### src/rtl/keypad_lock_pkg.sv
package keypad_lock_pkg;

  localparam int NUM_KEYS   = 12;
  localparam int KEY_CODE_W = $clog2(NUM_KEYS);

  // Combination, as key codes (code equals key line index)
  localparam logic [KEY_CODE_W-1:0] COMBO_K0 = KEY_CODE_W'(5);
  localparam logic [KEY_CODE_W-1:0] COMBO_K1 = KEY_CODE_W'(11);
  localparam logic [KEY_CODE_W-1:0] COMBO_K2 = KEY_CODE_W'(2);

  // Gray sequence: each forward step flips one bit
  typedef enum logic [1:0] {
    S_IDLE  = 2'b00,
    S_GOT5  = 2'b01,
    S_GOT5H = 2'b11,
    S_OPEN  = 2'b10
  } lock_state_t;

endpackage

### src/rtl/kl_reset_sync.sv
module kl_reset_sync #(
  parameter int STAGES = 2
) (
  input  logic clk,
  input  logic rst_n,
  output logic rst_n_sync
);

  logic [STAGES-1:0] chain_q;

  always_ff @(posedge clk or negedge rst_n) begin
    if (!rst_n) chain_q <= '0;
    else        chain_q <= {chain_q[STAGES-2:0], 1'b1};
  end

  assign rst_n_sync = chain_q[STAGES-1];

endmodule

### src/rtl/kl_line_sync.sv
module kl_line_sync #(
  parameter int WIDTH  = 12,
  parameter int STAGES = 2
) (
  input  logic             clk,
  input  logic             rst_n,
  input  logic [WIDTH-1:0] lines_async,
  output logic [WIDTH-1:0] lines_sync
);

  logic [WIDTH-1:0] stage_q [STAGES];

  genvar s;
  generate
    for (s = 0; s < STAGES; s++) begin : g_stage
      if (s == 0) begin : g_first
        always_ff @(posedge clk or negedge rst_n) begin
          if (!rst_n) stage_q[0] <= '1;  // idle: all keys released
          else        stage_q[0] <= lines_async;
        end
      end else begin : g_next
        always_ff @(posedge clk or negedge rst_n) begin
          if (!rst_n) stage_q[s] <= '1;
          else        stage_q[s] <= stage_q[s-1];
        end
      end
    end
  endgenerate

  assign lines_sync = stage_q[STAGES-1];

endmodule

### src/rtl/kl_key_encoder.sv
module kl_key_encoder #(
  parameter int NUM_KEYS = 12,
  parameter int CODE_W   = $clog2(NUM_KEYS)
) (
  input  logic [NUM_KEYS-1:0] key_lines_n,
  output logic [CODE_W-1:0]   key_code,
  output logic                key_valid
);

  // Scan from the top down so the lowest active line is the last assignment
  always_comb begin
    key_valid = 1'b0;
    key_code  = '0;
    for (int i = NUM_KEYS - 1; i >= 0; i--) begin
      if (!key_lines_n[i]) begin
        key_valid = 1'b1;
        key_code  = CODE_W'(i);
      end
    end
  end

endmodule

### src/rtl/kl_press_detect.sv
module kl_press_detect (
  input  logic clk,
  input  logic rst_n,
  input  logic valid_in,
  output logic press
);

  logic valid_prev_q;

  always_ff @(posedge clk or negedge rst_n) begin
    if (!rst_n) valid_prev_q <= 1'b0;
    else        valid_prev_q <= valid_in;
  end

  assign press = valid_in & ~valid_prev_q;

endmodule

### src/rtl/kl_lock_fsm.sv
module kl_lock_fsm
  import keypad_lock_pkg::*;
(
  input  logic                  clk,
  input  logic                  rst_n,
  input  logic                  press,
  input  logic [KEY_CODE_W-1:0] key_code,
  output lock_state_t           state,
  output logic                  unlocked
);

  lock_state_t state_q, state_d;

  // Next state, evaluated for the key carried with the current strobe
  always_comb begin
    state_d = (key_code == COMBO_K0) ? S_GOT5 : S_IDLE;
    unique case (state_q)
      S_GOT5:  if (key_code == COMBO_K1) state_d = S_GOT5H;
      S_GOT5H: if (key_code == COMBO_K2) state_d = S_OPEN;
      default: ;
    endcase
  end

  // State register, enabled only by a press strobe
  always_ff @(posedge clk or negedge rst_n) begin
    if (!rst_n)     state_q <= S_IDLE;
    else if (press) state_q <= state_d;
  end

  assign state    = state_q;
  assign unlocked = (state_q == S_OPEN);

endmodule

### src/rtl/keypad_lock.sv
module keypad_lock
  import keypad_lock_pkg::*;
#(
  parameter int SYNC_STAGES = 2
) (
  input  logic                clk,
  input  logic                rst_n,
  input  logic [NUM_KEYS-1:0] key_n,
  output logic                door_open
);

  logic                  rst_n_sync;
  logic [NUM_KEYS-1:0]   key_n_sync;
  logic [KEY_CODE_W-1:0] key_code;
  logic                  key_valid;
  logic                  key_press;
  lock_state_t           lock_state;

  kl_reset_sync #(.STAGES(SYNC_STAGES)) u_rst (
    .clk        (clk),
    .rst_n      (rst_n),
    .rst_n_sync (rst_n_sync)
  );

  kl_line_sync #(.WIDTH(NUM_KEYS), .STAGES(SYNC_STAGES)) u_sync (
    .clk         (clk),
    .rst_n       (rst_n_sync),
    .lines_async (key_n),
    .lines_sync  (key_n_sync)
  );

  kl_key_encoder #(.NUM_KEYS(NUM_KEYS), .CODE_W(KEY_CODE_W)) u_enc (
    .key_lines_n (key_n_sync),
    .key_code    (key_code),
    .key_valid   (key_valid)
  );

  kl_press_detect u_edge (
    .clk      (clk),
    .rst_n    (rst_n_sync),
    .valid_in (key_valid),
    .press    (key_press)
  );

  kl_lock_fsm u_fsm (
    .clk      (clk),
    .rst_n    (rst_n_sync),
    .press    (key_press),
    .key_code (key_code),
    .state    (lock_state),
    .unlocked (door_open)
  );

endmodule

### config.mk
export PLATFORM = sky130hd
export DESIGN_NAME = keypad_lock
export DESIGN_NICKNAME = d
export VERILOG_FILES = /design/src/rtl/keypad_lock_pkg.sv /design/src/rtl/kl_reset_sync.sv /design/src/rtl/kl_line_sync.sv /design/src/rtl/kl_key_encoder.sv /design/src/rtl/kl_press_detect.sv /design/src/rtl/kl_lock_fsm.sv /design/src/rtl/keypad_lock.sv
export SDC_FILE = /design/constraint.sdc
export NUM_CORES = 1
export LEC_CHECK = 0
export CORE_MARGIN = 2
export CORE_UTILIZATION = 41
export CTS_CLUSTER_DIAMETER = 80
export DETAILED_ROUTE_END_ITERATION = 8
export SLEW_MARGIN = 20
export SYNTH_ARGS = -nofsm -noshare
export SYNTH_HDL_FRONTEND = slang
export SYNTH_SLANG_ARGS = --single-unit
### constraint.sdc
create_clock -name clk -period 2.1 [get_ports clk]
set_clock_uncertainty 0.1 [all_clocks]
set_input_delay 0.42 -clock clk [delete_from_list [all_inputs] [get_ports clk]]
set_output_delay 0.42 -clock clk [all_outputs]
set_load 0.1 [all_outputs]
==> metrics.txt <==
critical-path cell list=nand4_2 -> or4b_1 -> nor3_2 -> or3b_1 -> nand3_1; Worst Hold Class=in -> async; highest routed layer=met4; Register Area=755.7 um^2; synth unique cells=23; clock root buffer master=clkbuf_4; Die X=52.54 um; die area=0.002760 mm^2; kind of cell adding the most delay to the critical path=simple AND/OR/NAND/NOR gates; fraction of registers with async set/reset=100.0%; post-synthesis register bit count=29; met1 wire length=514 um; WS Path Type=reg -> reg; Core Rows=17; sequential area share after synthesis=78.24%; Max Cap Viol=0; Final ANT Viol Nets=0; drt drc=0; Core Box Area=0.002212 mm^2; clock buffer count from CTS=5; Tmin final=1.962 ns; Post-Syn Area=965.9 um^2; Worst-Margin Slew=0.5921 ns; Synth warnings=0; WP buf/inv=0; Syn Area/Cell=15.58 um^2; PD cells=899.8 mW/mm^2; buffer depth of the longest clock path=2; CP arrival=2.11 ns; outcome=finished, final reports clean; final setup TNS=0 ns; final WL=1244 um; Post-Syn Instances=62; period utilization=93.45%; Die H=52.54 um; postcts setup bufs=0; GPL Wtd Cong=0.8352; Largest stage delay, worst path=0.57 ns; first-pass GRT wire length=2235 um; Initial DRT Pass Iterations=4; gr ovfl total=0; CP Capture Type=flop; GRT Util Overall=12.01%; share of cells above drive strength 1=48.24%; Critical Path RT=2.25 ns; Worst path slowest cell=dfstp_2; most frequent cell after synthesis=dfstp_2; Multi-input gate area=212.7 um^2; Slew headroom=60.03%; clock slew at reported path FFs=0.09 ns; Peak Freq=0.5096 GHz; starting density of the core=43.67%; instance area at placement=0.001161 mm^2; post-synth top area share=65.28%; clk sinks=29; Layout area overhead=29.40%; Routed wire per std cell=11.01 um; leading area contributor after synthesis=dfstp_2; metal3 WL=78 um; # port buffers=14; post-cts sizing count=0; Critical Path Start Type=flop; top cells by count, synth=dfstp_2, dfrtp_1, nand2_1; Synth area leaders=dfstp_2, dfrtp_1, nand2_1, nand4_1, nand3_1; DPL Wire Length=926.6 um; Synth Net Count=76; Design Area, Final=0.001250 mm^2; vias in the first global route=538; TritonCTS clock tree=built; initial DRC count=6; hold_buf cts=0; setup repair after global routing missed its margin=false; io pins=15; via count=534; met2 WL post-DR=638 um; CP Max Fanout=4; Leakage=0.0004834 uW; initial antenna violation count=0; largest net degree at the start of global routing=21; DR vias/cell=4.726; Worst-Skew Late Latency=0.30 ns; Top FF cell, synth=dfstp_2; final setup fails=0; number of synthesized flops with an enable pin=0; Fin. Hold Viols=0; CTS H-tree lvls=2; antenna fix cells=0; Layout Nets=98; Worst VDD drop=0.0005827 V; fillcell total=186; pins over their slew limit=0
## power by group
group / switching, uW / total [uW] / leakage, uW / internal [uW]
sequential: 17.1 / 620 / 0.000312 / 603
combinational: 15.6 / 43.3 / 0.000127 / 27.7
clock: 179 / 461 / 0.0000445 / 283
## state kept, by name, summed over array words and instances (netlist names)
signal,cells
u_sync.stage_q,12
u_fsm.state,2
u_edge.valid_prev_q,1
u_sync.lines_sync,12
u_rst.chain_q,2
## cell type report
type,count,share of cell area (%)
sequential,29,60.46
timing repair buffer,15,12.61
clock inverter,2,3.003
clock buffer,6,4.104
tap,28,2.803
multi-input combinational,33,17.02
## per-stage QoR
stage / power (uW) / instances / hold slack [ns] / setup slack, ns / util (%)
floorplan: 639.4 / 62 / 0.02441 / 0.2223 / -
CTS: 1143 / 113 / 0.1525 / 0.1283 / 56.50
detailed placement: 673.4 / 105 / 0.2468 / 0.1535 / 52.49
finish: 1125 / 113 / 0.1647 / 0.1376 / 56.50
global placement: 672.1 / 105 / 0.2426 / 0.1935 / 52.49
global route: 1186 / 113 / 0.1434 / 0.03004 / 56.50
## path summary, 6_finish.rpt
| check | end | startpoint | depth (start not counted) | slack, ns |
|---|---|---|---|---|
| hold reg to reg | u_sync.lines_sync[5] | u_sync.stage_q[17] | 0 | 0.25 |
| min in group clk | u_sync.lines_sync[5] | u_sync.stage_q[17] | 0 | 0.25 |
| setup reg to reg | u_fsm.state[1] | u_sync.lines_sync[1] | 5 | 0.14 |
| max in group asynchronous | u_sync.stage_q[23] | u_rst.chain_q[1] | 1 | 1.30 |
| hold / removal | u_rst.chain_q[0] | rst_n | 1 | 0.16 |
| setup / recovery | u_fsm.state[1] | u_sync.lines_sync[1] | 5 | 0.14 |
## per-layer routing
| layer | track usage, % | up-vias |
|---|---|---|
| met5 | 0 | - |
| met4 | 5.128 | 0 |
| met3 | 6.000 | 2 |
| met2 | 19.38 | 17 |
| met1 | 13.31 | 255 |
| li1 | - | 260 |
## worst register-to-register path, stage by stage (launching register included)
cell and delay, ns:
dfstp_2 0.57, nand4_2 0.13, or4b_1 0.54, nor3_2 0.13, or3b_1 0.35, nand3_1 0.08
## placed cells by master, fill, tap and decap left out, types with 2 or more instances in the layout
cell              n
nand3_1           3
nor2_1            3
a21oi_1           2
nand2_1           5
dfstp_2          24
clkdlybuf4s50_1  13
nand2b_1          2
nand4_1           3
clkbuf_4          5
dfrtp_1           5
## cells by family (layout without fill, tap and decap cells)
group           count (synthesis)  count (layout)  share of synthesized area (%)
buf+inv                         0              23                              0
compound gates                  8               8                          5.960
simple gates                   24              24                          15.42
other cells                     1               1                         0.3882
flops                          29              29                          78.24
Power figures use the tool's default switching activity.
